File: src/rtl/scnp_pkg.sv
package scnp_pkg;
    localparam int unsigned MSG_W = 6;
    localparam int unsigned MAG_W = MSG_W - 1;

    typedef logic [MSG_W-1:0] msg_t;
    typedef logic [MAG_W-1:0] mag_t;

    function automatic mag_t mag_of(msg_t m);
        return m[MAG_W-1:0];
    endfunction

    function automatic logic sign_of(msg_t m);
        return m[MSG_W-1];
    endfunction
endpackage

File: src/rtl/scnp_min2.sv
module scnp_min2
    import scnp_pkg::*;
#(
    parameter int unsigned N     = 8,
    parameter int unsigned IDX_W = (N > 1) ? $clog2(N) : 1
) (
    input  logic [N*MAG_W-1:0] mags_i,
    output mag_t               min1_o,
    output mag_t               min2_o,
    output logic [IDX_W-1:0]   idx_o
);
    always_comb begin
        mag_t cur;
        min1_o = '1;
        min2_o = '1;
        idx_o  = '0;
        for (int k = 0; k < int'(N); k++) begin
            cur = mags_i[k*MAG_W +: MAG_W];
            if (cur < min1_o) begin
                min2_o = min1_o;
                min1_o = cur;
                idx_o  = IDX_W'(k);
            end else if (cur < min2_o) begin
                min2_o = cur;
            end
        end
    end
endmodule

File: src/rtl/scnp_lane.sv
module scnp_lane
    import scnp_pkg::*;
#(
    parameter int unsigned THR_MAG = 1
) (
    input  logic own_sign_i,
    input  mag_t min1_i,
    input  mag_t min2_i,
    input  logic is_min_i,
    input  logic cap_i,
    input  logic sign_rest_i,
    output msg_t msg_o
);
    localparam mag_t THR = mag_t'(THR_MAG);

    mag_t base;
    mag_t capped;

    always_comb begin
        base   = is_min_i ? min2_i : min1_i;
        capped = (cap_i && (base > THR)) ? THR : base;
        msg_o  = {sign_rest_i ^ own_sign_i, capped};
    end
endmodule

File: src/rtl/scnp_partition.sv
module scnp_partition
    import scnp_pkg::*;
#(
    parameter int unsigned NUM_IN    = 8,
    parameter int unsigned NUM_PEERS = 3,
    parameter int unsigned THR_MAG   = 1
) (
    input  logic                      clk,
    input  logic                      rst,
    input  logic                      in_valid,
    input  logic [NUM_IN*MSG_W-1:0]   msg_in,
    input  logic [NUM_PEERS-1:0]      peer_flag_i,
    input  logic [NUM_PEERS-1:0]      peer_sign_i,
    output logic                      thr_flag_o,
    output logic                      sign_o,
    output logic                      out_valid,
    output logic [NUM_IN*MSG_W-1:0]   msg_out
);
    localparam int unsigned IDX_W = (NUM_IN > 1) ? $clog2(NUM_IN) : 1;
    localparam int unsigned BUS_W = NUM_IN * MSG_W;
    localparam mag_t        THR   = mag_t'(THR_MAG);

    typedef struct packed {
        logic             vld;
        logic [BUS_W-1:0] msg;
    } state_t;

    state_t st_d, st_q;

    logic [NUM_IN*MAG_W-1:0] mags;
    logic [NUM_IN-1:0]       signs;
    logic [BUS_W-1:0]        lane_msg;
    mag_t                    min1, min2;
    logic [IDX_W-1:0]        min_idx;
    logic                    local_par;
    logic                    sign_rest;
    logic                    cap;

    for (genvar g = 0; g < int'(NUM_IN); g++) begin : g_split
        assign mags[g*MAG_W +: MAG_W] = mag_of(msg_in[g*MSG_W +: MSG_W]);
        assign signs[g]               = sign_of(msg_in[g*MSG_W +: MSG_W]);
    end

    scnp_min2 #(.N(NUM_IN), .IDX_W(IDX_W)) u_min2 (
        .mags_i (mags),
        .min1_o (min1),
        .min2_o (min2),
        .idx_o  (min_idx)
    );

    assign local_par = ^signs;
    assign sign_rest = local_par ^ (^peer_sign_i);
    assign cap       = |peer_flag_i;

    for (genvar g = 0; g < int'(NUM_IN); g++) begin : g_lane
        scnp_lane #(.THR_MAG(THR_MAG)) u_lane (
            .own_sign_i  (signs[g]),
            .min1_i      (min1),
            .min2_i      (min2),
            .is_min_i    (min_idx == IDX_W'(g)),
            .cap_i       (cap),
            .sign_rest_i (sign_rest),
            .msg_o       (lane_msg[g*MSG_W +: MSG_W])
        );
    end

    assign thr_flag_o = (min1 < THR);
    assign sign_o     = local_par;

    always_comb begin
        st_d     = st_q;
        st_d.vld = in_valid;
        if (in_valid) begin
            st_d.msg = lane_msg;
        end
    end

    always_ff @(posedge clk) begin
        if (rst) begin
            st_q <= '0;
        end else begin
            st_q <= st_d;
        end
    end

    assign out_valid = st_q.vld;
    assign msg_out   = st_q.msg;
endmodule

File: config.mk
export PLATFORM = sky130hd
export DESIGN_NAME = scnp_partition
export DESIGN_NICKNAME = d
export VERILOG_FILES = /design/src/rtl/scnp_pkg.sv /design/src/rtl/scnp_min2.sv /design/src/rtl/scnp_lane.sv /design/src/rtl/scnp_partition.sv
export SDC_FILE = /design/constraint.sdc
export NUM_CORES = 1
export LEC_CHECK = 0
export BUFFER_PORTS_ARGS = -buffer_cell sky130_fd_sc_hd__buf_2
export CAP_MARGIN = 30
export CORE_UTILIZATION = 59
export CTS_BUF_LIST = sky130_fd_sc_hd__clkbuf_4 sky130_fd_sc_hd__clkbuf_8
export DETAILED_ROUTE_END_ITERATION = 10
export PLACE_DENSITY = 0.87
export SLEW_MARGIN = 15
export SYNTH_ARGS = -nofsm -noshare
export SYNTH_HDL_FRONTEND = slang
export SYNTH_SLANG_ARGS = --single-unit
File: constraint.sdc
create_clock -name clk -period 15.9 [get_ports clk]
set_clock_uncertainty 0.2 [all_clocks]
set_input_delay 0.795 -clock clk [delete_from_list [all_inputs] [get_ports clk]]
set_output_delay 0.795 -clock clk [all_outputs]
set_load 0.01 [all_outputs]
==> flow_summary.toml, run 1 <==
[logic_synthesis]
synthArstFlopShare_pct = 0
postSynthAreaPerCell_sq_um = 7.14
ys_ff_latch = 49
yosysTopAreaCellShare_pct = 17.1
synth_nets = 898
synth_edf_count = 0
ys_types = 99
synth_area_sq_um = 5750
seq_area_frac_synth_pct = 17.1
yosys.cell_count.top_type = "nor2_1"
synth.area.top_cells = "dfxtp_1 (17%), ha_1 (7.6%), nor2_1 (7.0%), nand2_1 (6.7%), a21oi_1 (6.6%)"
yosys.area.top_type = "dfxtp_1"
yosys_warnings = 0
ys.flop_type = "dfxtp_1"
synthCells = 806
synthTopCellsByCount = "nor2_1 (107), nand2_1 (102), a21oi_1 (76)"

[power_and_ir_drop]
netSwitchingFraction_pct = 57.1
leakagePower_nw = 2.82
power.share.clock_pct = 7.4
switchingPower_uw = 828
power_density_nw_per_um2 = 223
power_mw = 1.45
p_comb_share_pct = 82.6
power.internal_uw = 621
max-vdd-ir-drop_uv = 165
power_frac_seq_pct = 10.0

[clock_network]
cts_buffer_depth = 2
root_buffer = "clkbuf_8"
hold_buffers = 0
clk_pin_slew_ns = 0.09
clk_latency_ns = 0.31
cts_tree = "done"
cts_max_level = 2
cts_setup_buffers = 0
cts-buffers-inserted = 5
cts.sinks = 49

[sta]
hold_violations = 0
final_max_slew_viol_count = 0
slew_headroom_pct = 37.4
setup_viol = 0
final.min_clock_period_ns = 14.71
rsz0062_at_grt = "no"
worstMarginPinSlew_ns = 0.913
hold_ws_ns = 0.263
post-route-period-util_pct = 92.5
fin_ws_ns = 1.19
fmax_ghz = 0.0680
tns_ns = 0

[critical_path]
r2r-start = "msg_out[0]"
crit_fanout = 27
critical_path.startpoint = "msg_in[4]"
r2r_slack_ns = 14.69
worst_setup_path_end_kind = "output pin"
max_stage_delay_ns = 0.77
start_kind = "input pin"
rr_endpoint = "msg_out[0]"
required_ns = 14.91
arrival_ns = 13.71
ff2ff_path_depth = 6
worstSetupPathType = "in2out"
cp_common_cell = "a21oi_1"
cpMaxStageDelayCell = "a21oi_1"

[placement]
placed_area_sq_um = 6330
place_congestion = 0.969
port_buffers = 107
dp_hpwl_mm = 13.2
placedCellCount = 1014
place_ws_ns = 1.26

[grt]
antenna_found_initial = 0
grt_max_degree = 43
grt_pass1_vias = 5750
grt-ovfl-total = 0
track_usage_pct = 33.5
grt_pass1_wl_mm = 27.7

[die]
start_util_pct = 61.7
core.rowCount = 35
die_area_sq_um = 10100
die_h_microns = 101
core_area_sq_um = 9330
fp.dieW_microns = 101
ios = 108

[route]
vias = 6630
antenna_left = 0
dr.pass1.iters = 5
drtIter0Drc = 643
drt-wirelength-per-cell_microns = 16.9
drt_wl_total_mm = 17.3
via_per_inst = 6.47
drc = 0

[finish]
instances_no_fill = 1024
nets = 986
utilization_pct = 69.5
fin_area_sq_um = 6480
drive_gt1_share_pct = 18.5
antennaDiodeCount = 0
syn2layout_area_growth_pct = 12.7

[worst_hold_path]
hp-class = "reg2reg"
holdPathEnd = "msg_out[20]"
min_path_cells = 2
hp-start = "msg_out[20]"

[status]
status = "complete, no violations"

[job]
cap_violations = 0
worst max-delay path: cells and delay by family:
kind                     cells  cell delay (ns)
AO/OA/AOI/OAI               26             6.15
adder cells (fa/ha/maj)      7             1.98
buffers and inverters        8             1.30
multiplexers                 1             0.47
AND/OR/NAND/NOR             12             2.98
final cells by class:
cell class                      instances  area (sq um)
Multi-Input combinational cell        683          4470
Fill cell                             802          2840
Sequential cell                        49           981
Timing Repair Buffer                  112           571
Inverter                               43           161
Tap cell                              129           161
Clock buffer                            5          68.8
Clock inverter                          3          68.8
worst max-delay path by stage:
stage / end / cells after the start / slack [ns]
floorplan: thr_flag_o / 60 / 3.22
global placement: thr_flag_o / 53 / 1.81
detailed placement: thr_flag_o / 51 / 1.26
CTS: thr_flag_o / 51 / 1.15
global route: thr_flag_o / 52 / 0.16
finish: thr_flag_o / 54 / 1.19
power groups by stage:
stage	registers [mW]	logic (mW)	clock network, mW
after floorplan	0.154	0.910	0
after global placement	0.147	1.12	0
after detailed placement	0.148	1.14	0
after CTS	0.145	1.15	0.108
after global routing	0.146	1.30	0.113
final	0.145	1.20	0.108
placed cells by master (no fill, tap or decap), drive strengths merged, types with 19 or more instances in the layout:
| cell | netlist | final |
|---|---|---|
| a21oi | 76 | 76 |
| nand2 | 103 | 103 |
| o211ai | 23 | 23 |
| buf | 12 | 111 |
| o21ai | 51 | 51 |
| a211oi | 21 | 21 |
| ha | 35 | 35 |
| inv | 42 | 43 |
| dfxtp | 49 | 49 |
| nor2 | 108 | 108 |
| a31oi | 19 | 19 |
kinds of logic (layout without fill, tap and decap cells):
group	Yosys count	count (layout)	share of synthesized area (%)
xor+xnor	18	18	2.74
compound gates	310	310	39.7
flops	49	49	17.1
fa+ha+maj	37	37	7.98
buf+inv	74	163	5.26
mux	16	16	3.07
simple gates	302	302	24.2
registers in the layout (all words and copies together) (netlist names):
signal     cells
msg_out       48
out_valid      1
timing repair:
action	in CTS	in global routing
endpoints found under the setup margin	0	1
gates resized for setup	0	1
hold endpoints to repair	0	0
routing by layer:
layer	GRT usage, %	vias up	wire (microns)
met5	0	-	0
met1	47.8	2977	7510
met3	4.65	41	1710
li1	-	3197	-
met2	52.5	415	7740
met4	9.25	0	395
Note: power is estimated with default switching activity, not from simulation.
==> inputs of run 2 (changes only) <==
BUFFER_PORTS_ARGS = unset   (was -buffer_cell sky130_fd_sc_hd__buf_2)
CORE_UTILIZATION = 60   (was 59)
DONT_BUFFER_PORTS = 1   (was unset)
PLACE_DENSITY = 0.79   (was 0.87)
==> run 2 against run 1 <==
  * Cell area decreased by 9.0%
  * Setup slack improved by 0.066 ns
  * Critical path depth decreased by 2
  * Register-to-register slack got worse by 0.15 ns
  * First-iteration DRC count decreased by 3.4%
  * Via count decreased by 4.1%
  * Largest cell class unchanged
  * Largest power group unchanged
  * Highest routed layer unchanged
==> flow_summary.toml, run 2 (same netlist as run 1, synthesis figures left out) <==
[status]
status = "complete, no violations"

[critical_path]
worst_setup_path_end_kind = "output pin"
max_stage_delay_ns = 0.74
worstSetupPathType = "in2out"
cp_common_cell = "a21oi_1"
cpMaxStageDelayCell = "a21oi_1"
r2r-start = "msg_out[0]"
crit_fanout = 27
required_ns = 14.91
start_kind = "input pin"
r2r_slack_ns = 14.54
arrival_ns = 13.65
critical_path.startpoint = "msg_in[4]"

[grt]
grt_pass1_vias = 5868
antenna_found_initial = 0
track_usage_pct = 34.7
grt_max_degree = 43
grt-ovfl-total = 0
grt_pass1_wl_mm = 28.4

[sta]
final.min_clock_period_ns = 14.64
setup_viol = 0
post-route-period-util_pct = 92.1
worstMarginPinSlew_ns = 0.927
rsz0062_at_grt = "no"
tns_ns = 0
fmax_ghz = 0.0683
final_max_slew_viol_count = 0
hold_violations = 0
hold_ws_ns = 0.308
slew_headroom_pct = 36.5

[placement]
dp_hpwl_mm = 13.7
port_buffers = 0
place_congestion = 1.02

[power_and_ir_drop]
leakagePower_nw = 2.31
max-vdd-ir-drop_uv = 166
power_density_nw_per_um2 = 238
power_mw = 1.40

[clock_network]
cts_max_level = 2
cts_setup_buffers = 0
cts-buffers-inserted = 5
cts_buffer_depth = 2
clk_pin_slew_ns = 0.08
clk_latency_ns = 0.30
root_buffer = "clkbuf_8"
cts.sinks = 49
hold_buffers = 0
post_cts_resized = 0
cts_tree = "done"

[route]
vias = 6361
drt_wl_total_mm = 17.8
antenna_left = 0
dr.pass1.iters = 6
drtIter0Drc = 621
via_per_inst = 6.94
drc = 0
drt-wirelength-per-cell_microns = 19.4

[die]
start_util_pct = 62.0
ios = 108
die_h_microns = 99.9
die_area_sq_um = 9980
core_area_sq_um = 9280
fp.dieW_microns = 99.9
core.rowCount = 35

[job]
cap_violations = 0

[finish]
antennaDiodeCount = 0
drive_gt1_share_pct = 7.36
final_common_cell = "nor2_1"
fillers = 873
syn2layout_area_growth_pct = 2.55
final_cell_mix = "nor2_1 (107), nand2_1 (102), a21oi_1 (76), dfxtp_1 (49), o21ai_0 (45)"
largest_reg_flops = 48
nets = 879

[worst_hold_path]
hp-start = "msg_out[26]"
hp-class = "reg2reg"
==> run 2: worst paths after layout <==
check | to | depth (start not counted)
setup / recovery | thr_flag_o | 52
hold / removal | msg_out[26] | 2
setup reg to reg | msg_out[0] | 6
hold reg to reg | msg_out[26] | 2
==> run 2: cell type report <==
class | count | area [sq um] | share of cell area [%]
repair buffers | 5 | 35.0 | 0.594
well taps | 129 | 161 | 2.74
clock inverters | 1 | 7.51 | 0.127
clock buffers | 7 | 83.8 | 1.42
flip-flops and latches | 49 | 981 | 16.6
multi-input cells | 683 | 4470 | 75.8
inverters | 43 | 161 | 2.74
==> run 2: layer usage <==
metal	vias up	track usage, %	share of wire (%)
met4	0	9.28	2.3
li1	2974	-	-
met5	-	0	0
met3	57	6.96	11
met1	2898	46.6	42
met2	432	56.4	45
==> run 2: critical path: cells and delay by family <==
kind            cells  cell delay [ns]
compound gates     27             6.01
fa+ha+maj           7             2.06
buf+inv             5             0.94
mux                 2             0.82
simple gates       11             3.01
==> run 2: per-stage QoR <==
stage	setup WS, ns	instance area [sq um]	util, %	instances
CTS	1.01	5890	63.4	915
global route	0.210	5900	63.5	917
detailed placement	1.04	5790	62.4	907
finish	1.26	5900	63.5	917
floorplan	3.22	5750	-	806
global placement	1.62	5790	62.3	906
==> run 2: power breakdown <==
part           internal, mW  switching (mW)
registers             0.138          0.0170
logic                 0.407           0.766
clock network        0.0346          0.0423
total                 0.579           0.825
==> inputs of run 3 (changes only) <==
ABC_CLOCK_PERIOD_IN_PS = 15900   (was unset)
CORE_UTILIZATION = 39   (was 60)
CTS_CLUSTER_SIZE = 16   (was unset)
PLACE_DENSITY = 0.56   (was 0.79)
==> run 3 against run 2 <==
  * Clock power up 8.1%
  * Via count down 3.2%
  * Cell area up 1.4%
  * Routed wire length up 5.1%
==> flow_summary.toml, run 3 (same netlist as run 1, synthesis figures left out) <==
[critical_path]
required_ns = 14.91
crit_fanout = 27
max_stage_delay_ns = 0.75
cpMaxStageDelayCell = "a21oi_1"
cp_common_cell = "a21oi_1"
arrival_ns = 13.57
start_kind = "input pin"
worstSetupPathType = "in2out"
worst_setup_path_end_kind = "output pin"

[finish]
final_common_cell = "nor2_1"
utilization_pct = 41.3
syn2layout_area_growth_pct = 4.00
largest_reg_flops = 48
antennaDiodeCount = 0
drive_gt1_share_pct = 7.36
nets = 879
final_cell_mix = "nor2_1 (107), nand2_1 (102), a21oi_1 (76), dfxtp_1 (49), o21ai_0 (45)"

[sta]
worstMarginPinSlew_ns = 0.959
tns_ns = 0
hold_ws_ns = 0.303
hold_violations = 0
fmax_ghz = 0.0687
setup_viol = 0
slew_headroom_pct = 35.6
rsz0062_at_grt = "no"
post-route-period-util_pct = 91.6
final.min_clock_period_ns = 14.56
final_max_slew_viol_count = 0

[status]
status = "complete, no violations"

[route]
via_per_inst = 6.34
dr.pass1.iters = 6
drt-wirelength-per-cell_microns = 19.2
drtIter0Drc = 529
drc = 0
vias = 6158
drt_wl_total_mm = 18.7
antenna_left = 0

[power_and_ir_drop]
power_frac_seq_pct = 11.0
power.share.clock_pct = 5.9
leakagePower_nw = 2.32
p_comb_share_pct = 83.1
power_density_nw_per_um2 = 235
power.internal_uw = 580
max-vdd-ir-drop_uv = 111
netSwitchingFraction_pct = 58.7
switchingPower_uw = 824

[clock_network]
cts.sinks = 49
cts-buffers-inserted = 5
root_buffer = "clkbuf_8"
hold_buffers = 0
clk_pin_slew_ns = 0.09
cts_setup_buffers = 0
cts_tree = "done"
post_cts_resized = 0
cts_buffer_depth = 2
cts_max_level = 2
clk_latency_ns = 0.32

[grt]
grt_pass1_wl_mm = 29.0
grt_max_degree = 43
grt-ovfl-total = 0
grt_pass1_vias = 5582
antenna_found_initial = 0
track_usage_pct = 24.0

[die]
ios = 108
core_area_sq_um = 14500
fp.dieW_microns = 123
core.rowCount = 44
die_h_microns = 123
start_util_pct = 39.7
die_area_sq_um = 15200

[job]
cap_violations = 0

[worst_hold_path]
hp-class = "reg2reg"

[placement]
dp_hpwl_mm = 14.7
port_buffers = 0
place_congestion = 0.985
[run 3: cell types whose count changed in the layout (fill, tap and decap cells not counted)]
| cell | change |
|---|---|
| clkbuf_4 | -2 |
| buf_6 | +1 |
| clkbuf_2 | -1 |
| clkbuf_8 | +1 |
| clkinv_4 | +1 |
| clkinvlp_4 | -1 |
| inv_6 | +1 |
[run 3: path summary, 6_finish.rpt]
path	startpoint	end	slack, ns	cells past startpoint
hold reg to reg	msg_out[15]	msg_out[15]	0.30	2
setup / recovery	msg_in[4]	thr_flag_o	1.34	50
setup reg to reg	msg_out[6]	msg_out[6]	14.55	6
hold / removal	msg_out[15]	msg_out[15]	0.30	2
[run 3: final cells by class]
cell class,instances,area [sq um]
Clock buffer,6,82.6
Inverter,43,161
Timing Repair Buffer,5,41.3
Sequential cell,49,981
Multi-Input combinational cell,683,4470
Tap cell,184,230
Fill cell,1515,8500
Clock inverter,2,17.5
[run 3: stage by stage]
| stage | power, mW | cells | setup slack, ns | cell area, sq um |
|---|---|---|---|---|
| floorplan | 1.06 | 806 | 3.22 | 5750 |
| global placement | 1.27 | 962 | 1.73 | 5860 |
| detailed placement | 1.29 | 963 | 1.34 | 5870 |
| CTS | 1.38 | 971 | 1.35 | 5970 |
| global route | 1.53 | 972 | 0.340 | 5980 |
| finish | 1.40 | 972 | 1.34 | 5980 |
[run 3: critical path, delay by kind of cell]
family,cells,cell delay [ns]
buf+inv,5,0.82
simple gates,11,3.15
compound gates,26,6.20
mux,1,0.47
fa+ha+maj,7,2.09
[run 3: metal layers]
layer	part of all wire, %	GRT usage (%)
met1	46	32.8
met3	7.4	4.89
met5	0	0
met2	45	38.3
met4	1.9	5.65
[run 3: power by group through the flow]
stage | Combinational [mW] | Clock (mW) | Sequential, mW
after floorplan | 0.910 | 0 | 0.154
after global placement | 1.12 | 0 | 0.157
after detailed placement | 1.13 | 0 | 0.158
after CTS | 1.14 | 0.0856 | 0.155
after global routing | 1.28 | 0.0907 | 0.157
final | 1.17 | 0.0831 | 0.155
